## config.mk

```make
export PLATFORM = sky130hd
export DESIGN_NAME = dr_serial_half_adder
export DESIGN_NICKNAME = d
export VERILOG_FILES = /design/src/rtl/hsa_pkg.sv /design/src/rtl/hsa_rail_recv.sv /design/src/rtl/hsa_pair_join.sv /design/src/rtl/hsa_readout.sv /design/src/rtl/dr_serial_half_adder.sv
export SDC_FILE = /design/constraint.sdc
export NUM_CORES = 1
export LEC_CHECK = 0
export BUFFER_PORTS_ARGS = -buffer_cell sky130_fd_sc_hd__buf_2
export CORE_UTILIZATION = 57
export CTS_CLUSTER_SIZE = 16
export DETAILED_ROUTE_END_ITERATION = 6
export PLACE_DENSITY = 0.77
export SYNTH_ARGS = -nofsm -noshare
export SYNTH_HDL_FRONTEND = slang
export SYNTH_SLANG_ARGS = --single-unit
```

## constraint.sdc

```tcl
create_clock -name clk -period 1.93 [get_ports clk]
set_clock_uncertainty 0.2 [all_clocks]
set_input_delay 0.579 -clock clk [delete_from_list [all_inputs] [get_ports clk]]
set_output_delay 0.579 -clock clk [all_outputs]
set_load 0.01 [all_outputs]
```

## src/rtl/hsa_pkg.sv

```systemverilog
package hsa_pkg;

    // arrival event recovered from one operand's rail pair
    typedef struct packed {
        logic v;      // a bit arrived this cycle
        logic val;    // its value
        logic clash;  // both rails pulsed
    } rail_ev_t;

    // state of the pairing stage
    typedef struct packed {
        logic a_h;
        logic a_val;
        logic b_h;
        logic b_val;
        logic sum_t;
        logic sum_f;
        logic carry_t;
        logic carry_f;
        logic err;
    } join_st_t;

endpackage

```

## src/rtl/hsa_rail_recv.sv

```systemverilog
module hsa_rail_recv
    import hsa_pkg::*;
(
    input  logic     rail_t,
    input  logic     rail_f,
    output rail_ev_t ev
);

    always_comb begin
        ev.v     = rail_t | rail_f;
        ev.val   = rail_t;
        ev.clash = rail_t & rail_f;
    end

endmodule

```

## src/rtl/hsa_pair_join.sv

```systemverilog
module hsa_pair_join
    import hsa_pkg::*;
(
    input  logic     clk,
    input  logic     rst_n,
    input  rail_ev_t a_ev,
    input  rail_ev_t b_ev,
    output logic     sum_t,
    output logic     sum_f,
    output logic     carry_t,
    output logic     carry_f,
    output logic     err
);

    join_st_t st_d, st_q;

    logic bad_code, overrun, a_av, b_av, a_bit, b_bit, s_bit, c_bit;

    always_comb begin
        st_d         = st_q;
        st_d.sum_t   = 1'b0;
        st_d.sum_f   = 1'b0;
        st_d.carry_t = 1'b0;
        st_d.carry_f = 1'b0;
        st_d.err     = 1'b0;

        bad_code = a_ev.clash | b_ev.clash;
        overrun  = (a_ev.v & st_q.a_h) | (b_ev.v & st_q.b_h);
        a_av     = st_q.a_h | a_ev.v;
        b_av     = st_q.b_h | b_ev.v;
        a_bit    = st_q.a_h ? st_q.a_val : a_ev.val;
        b_bit    = st_q.b_h ? st_q.b_val : b_ev.val;
        s_bit    = a_bit ^ b_bit;
        c_bit    = a_bit & b_bit;

        if (bad_code || overrun) begin
            st_d.err = 1'b1;
            st_d.a_h = 1'b0;
            st_d.b_h = 1'b0;
        end else if (a_av && b_av) begin
            st_d.sum_t   = s_bit;
            st_d.sum_f   = ~s_bit;
            st_d.carry_t = c_bit;
            st_d.carry_f = ~c_bit;
            st_d.a_h     = 1'b0;
            st_d.b_h     = 1'b0;
        end else begin
            if (a_ev.v) begin
                st_d.a_h   = 1'b1;
                st_d.a_val = a_ev.val;
            end
            if (b_ev.v) begin
                st_d.b_h   = 1'b1;
                st_d.b_val = b_ev.val;
            end
        end
    end

    always_ff @(posedge clk or negedge rst_n) begin
        if (!rst_n) begin
            st_q <= '0;
        end else begin
            st_q <= st_d;
        end
    end

    assign sum_t   = st_q.sum_t;
    assign sum_f   = st_q.sum_f;
    assign carry_t = st_q.carry_t;
    assign carry_f = st_q.carry_f;
    assign err     = st_q.err;

endmodule

```

## src/rtl/hsa_readout.sv

```systemverilog
module hsa_readout #(
    parameter int W         = 4,
    parameter bit MSB_FIRST = 1'b1
) (
    input  logic clk,
    input  logic rst_n,
    input  logic res_v,
    input  logic res_s,
    input  logic res_c,
    input  logic rd_strobe,
    output logic rd_valid,
    output logic rd_sum,
    output logic rd_carry
);

    localparam int CW = $clog2(W + 1);

    typedef struct packed {
        logic [W-1:0]  col_s;
        logic [W-1:0]  col_c;
        logic [CW-1:0] ccnt;
        logic [W-1:0]  hold_s;
        logic [W-1:0]  hold_c;
        logic [W-1:0]  out_s;
        logic [W-1:0]  out_c;
        logic [CW-1:0] rcnt;
    } ro_st_t;

    ro_st_t st_d, st_q;
    logic [W-1:0] nxt_s, nxt_c;

    always_comb begin
        st_d  = st_q;
        nxt_s = (st_q.col_s << 1) | W'(res_s);
        nxt_c = (st_q.col_c << 1) | W'(res_c);

        // collection side
        if (res_v) begin
            if (st_q.ccnt == CW'(W - 1)) begin
                st_d.hold_s = nxt_s;
                st_d.hold_c = nxt_c;
                st_d.ccnt   = '0;
                st_d.col_s  = '0;
                st_d.col_c  = '0;
            end else begin
                st_d.col_s = nxt_s;
                st_d.col_c = nxt_c;
                st_d.ccnt  = st_q.ccnt + CW'(1);
            end
        end

        // readout side
        if (st_q.rcnt != '0) begin
            if (MSB_FIRST) begin
                st_d.out_s = st_q.out_s << 1;
                st_d.out_c = st_q.out_c << 1;
            end else begin
                st_d.out_s = st_q.out_s >> 1;
                st_d.out_c = st_q.out_c >> 1;
            end
            st_d.rcnt = st_q.rcnt - CW'(1);
        end else if (rd_strobe) begin
            st_d.out_s = st_q.hold_s;
            st_d.out_c = st_q.hold_c;
            st_d.rcnt  = CW'(W);
        end
    end

    always_ff @(posedge clk or negedge rst_n) begin
        if (!rst_n) begin
            st_q <= '0;
        end else begin
            st_q <= st_d;
        end
    end

    generate
        if (MSB_FIRST) begin : g_msb
            assign rd_sum   = (st_q.rcnt != '0) & st_q.out_s[W-1];
            assign rd_carry = (st_q.rcnt != '0) & st_q.out_c[W-1];
        end else begin : g_lsb
            assign rd_sum   = (st_q.rcnt != '0) & st_q.out_s[0];
            assign rd_carry = (st_q.rcnt != '0) & st_q.out_c[0];
        end
    endgenerate

    assign rd_valid = (st_q.rcnt != '0);

endmodule

```

## src/rtl/dr_serial_half_adder.sv

```systemverilog
module dr_serial_half_adder
    import hsa_pkg::*;
#(
    parameter int W         = 4,
    parameter bit MSB_FIRST = 1'b1
) (
    input  logic clk,
    input  logic rst_n,
    input  logic a_t,
    input  logic a_f,
    input  logic b_t,
    input  logic b_f,
    input  logic rd_strobe,
    output logic sum_t,
    output logic sum_f,
    output logic carry_t,
    output logic carry_f,
    output logic err,
    output logic rd_valid,
    output logic rd_sum,
    output logic rd_carry
);

    localparam int NOPS = 2;

    logic [NOPS-1:0] tr, fr;
    rail_ev_t        ev [NOPS];

    assign tr = {b_t, a_t};
    assign fr = {b_f, a_f};

    generate
        for (genvar k = 0; k < NOPS; k++) begin : g_rx
            hsa_rail_recv u_rx (
                .rail_t (tr[k]),
                .rail_f (fr[k]),
                .ev     (ev[k])
            );
        end
    endgenerate

    hsa_pair_join u_join (
        .clk     (clk),
        .rst_n   (rst_n),
        .a_ev    (ev[0]),
        .b_ev    (ev[1]),
        .sum_t   (sum_t),
        .sum_f   (sum_f),
        .carry_t (carry_t),
        .carry_f (carry_f),
        .err     (err)
    );

    hsa_readout #(.W(W), .MSB_FIRST(MSB_FIRST)) u_ro (
        .clk       (clk),
        .rst_n     (rst_n),
        .res_v     (sum_t | sum_f),
        .res_s     (sum_t),
        .res_c     (carry_t),
        .rd_strobe (rd_strobe),
        .rd_valid  (rd_valid),
        .rd_sum    (rd_sum),
        .rd_carry  (rd_carry)
    );

endmodule

```

==> impl_metrics.yaml <==
synth:
  yosys.area.top_type_share_pct: 55.68
  synth_nets: 145
  yosysWarnings: 0
  seq_area_frac_synth_pct: 55.68
  synth_cell_types: 30
  syn_area_mm2: 0.001663
  synth_top_area_cell: "dfrtp_1"
  syn_inst: 135
  ys_seq_elements: 37
  avgSynthCellArea_um2: 12.32
  synth.area.top_cells: "dfrtp_1 (56%), mux2_2 (8.1%), mux2i_1 (4.8%)"
setup_path:
  crit_arrival_ns: 1.26
  reg2reg_depth: 6
  crit_path_start_kind: "register"
  cp_cell_sequence: "nor2_2, ha_4, nor2b_1, buf_2"
  r2r_end: "u_ro.st_q[1]"
  reg2reg_from: "u_ro.st_q[2]"
  cpMaxStageDelayCell: "dfrtp_1"
  worstSetupPathType: "reg2out"
  r2r_slack_ns: 0.19
  critical_path.max_stage_delay_ns: 0.41
  crit_family: "flip-flops"
  worstPathMaxFanout: 5
  worstPathRequired_ns: 1.15
  crit_buf_inv: 1
  cp-end-kind: "primary output"
power_and_ir_drop:
  p_leak_uw: 0.0009271
  powerDensity_mw_per_mm2: 1279
  p_total_uw: 2422
  peakVddDrop_v: 0.001196
placement:
  dpl.hpwl_um: 2078
  port_buffers: 14
  dp.cells: 181
  place_congestion: 0.7628
global_route:
  grtUsageTotal_pct: 20.98
  grt_util_met2_pct: 33.67
  grt_pass1_vias: 1067
  grt_overflow: 0
  antenna_found_initial: 0
  grt_start_max_net_pins: 38
  use_met1_pct: 27.52
  grt_use_met3_pct: 5.814
  grt-busiest-layer: "met2"
  grt_pass1_wl_um: 5016
routing:
  drt-initial-drc-count: 41
  viasPerCell: 5.725
  num_vias: 1105
  drt-pass1-iter-count: 4
  drc: 0
  wl_per_cell_um: 15.28
  drt_wl_total_um: 2949
  ant_nets: 0
sta:
  period_needed_ns: 2.037
  worst_pin_slew_ns: 0.4650
  fmax_mhz: 491.0
  finalSetupViolCount: 3
  min_period_over_period_pct: 105.5
  setup_ws_ns: -0.1068
  slew_viol_final: 0
  fin_hold_ws_ns: 0.07988
  rsz0062_at_grt: "true"
  max-slew-margin-rel_pct: 68.88
  hold_violations: 0
floorplan:
  fp.dieArea_mm2: 0.003137
  die_w_um: 56.01
  initial_core_util_pct: 60.30
  die_h_um: 56.01
  row_count: 19
  ios: 15
  core_mm2: 0.002758
clock_tree:
  cts-root-buf: "clkbuf_4"
  cts_inserted_buffers: 5
  hold_buffers: 0
  cts.sinks: 37
  clockBufferDepth: 2
  h-tree-depth: 2
  path_clk_slew_ns: 0.10
  clk_latency_ns: 0.32
  cts_tree: "yes"
final_layout:
  fill_cells: 209
  seq_area_um2: 925.9
  antennaDiodeCount: 0
  fin_nets: 172
  multiInputGateArea_um2: 696.9
  finalCoreUtilization_pct: 68.69
  area_growth_syn_to_layout_pct: 13.92
  drive_gt1_share_pct: 33.95
  final_cells: 193
flow_run:
  drv_cap: 0
run_status:
  failed_checks: "setup timing"
  status: "finished, violations left"
worst_hold_path:
  min_path_type: "in2async"
worst max-delay path by stage:
| stage | from | end | slack, ns | depth (start not counted) |
|---|---|---|---|---|
| after floorplan | a_t | u_join.sum_f | 0.14 | 4 |
| after global placement | b_t | u_join.sum_f | 0.11 | 4 |
| after detailed placement | b_t | u_join.sum_f | 0.09 | 4 |
| after CTS | u_ro.st_q[0] | rd_sum | -0.15 | 4 |
| after global routing | u_ro.st_q[1] | rd_sum | -0.18 | 4 |
| final | u_ro.st_q[1] | rd_sum | -0.11 | 4 |
Yosys cell counts, drive strengths merged:
master and instances:
or2 1, dfrtp 37, o31ai 1, a22o 7, a21oi 11, o21ai 6, or3 2, inv 5
nor4 2, nor2 16, nand4 1, nand2 3, ha 3, and2 1, nor3b 1, mux2i 8
nor3 2, nor2b 3, nand2b 1, buf 5, a31o 1, a31oi 2, xor2 1, nand3 3
mux2 12
where the power goes:
part	internal [uW]	switching (uW)
Sequential	997	144
Combinational	461	420
Clock	172	227
Total	1630	791
flip-flops by register name, indices dropped and copies added (netlist names):
register / cells
u_join.err: 1
u_join.sum_t: 1
u_join.st_q: 4
u_ro.st_q: 28
u_join.sum_f: 1
u_join.carry_t: 1
u_join.carry_f: 1
stage by stage:
step	cell area, um2	setup TNS, ns	worst slack [ns]
6_report	1894	-0.3009	-0.1068
5_1_grt	1894	-0.5104	-0.1816
4_1_cts	1867	-0.4413	-0.1533
3_5_place_dp	1780	0	0.08950
3_3_place_gp	1780	0	0.1069
2_1_floorplan	1663	0	0.1447
logic make-up (layout without fill, tap and decap cells):
kind of cell | Yosys count | after routing | synth area share [%]
compound gates | 28 | 28 | 11.44
fa+ha+maj | 3 | 3 | 2.258
flops | 37 | 37 | 55.68
simple gates | 36 | 36 | 13.85
xor+xnor | 1 | 1 | 0.5268
mux | 20 | 20 | 12.94
buf+inv | 10 | 37 | 3.311
repair_timing:
action,in CTS,in global routing
gates resized for setup,3,2
setup buffers,3,2
endpoints found under the setup margin,3,3
pin swaps,2,2
metal layers:
metal,wire length [um],part of all wire [%],up-vias
met5,0,0,-
met4,29,0.98,0
met3,102,3.5,4
met2,1477,50,21
met1,1339,45,547
li1,-,-,533
layout make-up:
class	count	share of cell area, %
inverter	5	0.9908
multi-input combinational	88	36.79
clock buffer	7	2.906
timing repair buffer	25	8.388
tap	31	2.048
sequential	37	48.88
cell usage in the layout (no fill, tap or decap), types with 2 or more instances in the layout:
cell / n
a22o_1: 7
or3_4: 2
nor3_1: 2
inv_1: 4
nand2_1: 3
o21ai_0: 4
mux2i_1: 8
nor2b_1: 3
nand3_1: 3
a21oi_1: 11
a31oi_1: 2
nor4_1: 2
buf_2: 13
dfrtp_1: 37
ha_1: 2
clkbuf_4: 5
buf_4: 11
nor2_8: 2
mux2_2: 12
nor2_1: 13
(Power assumes the default switching activity.)
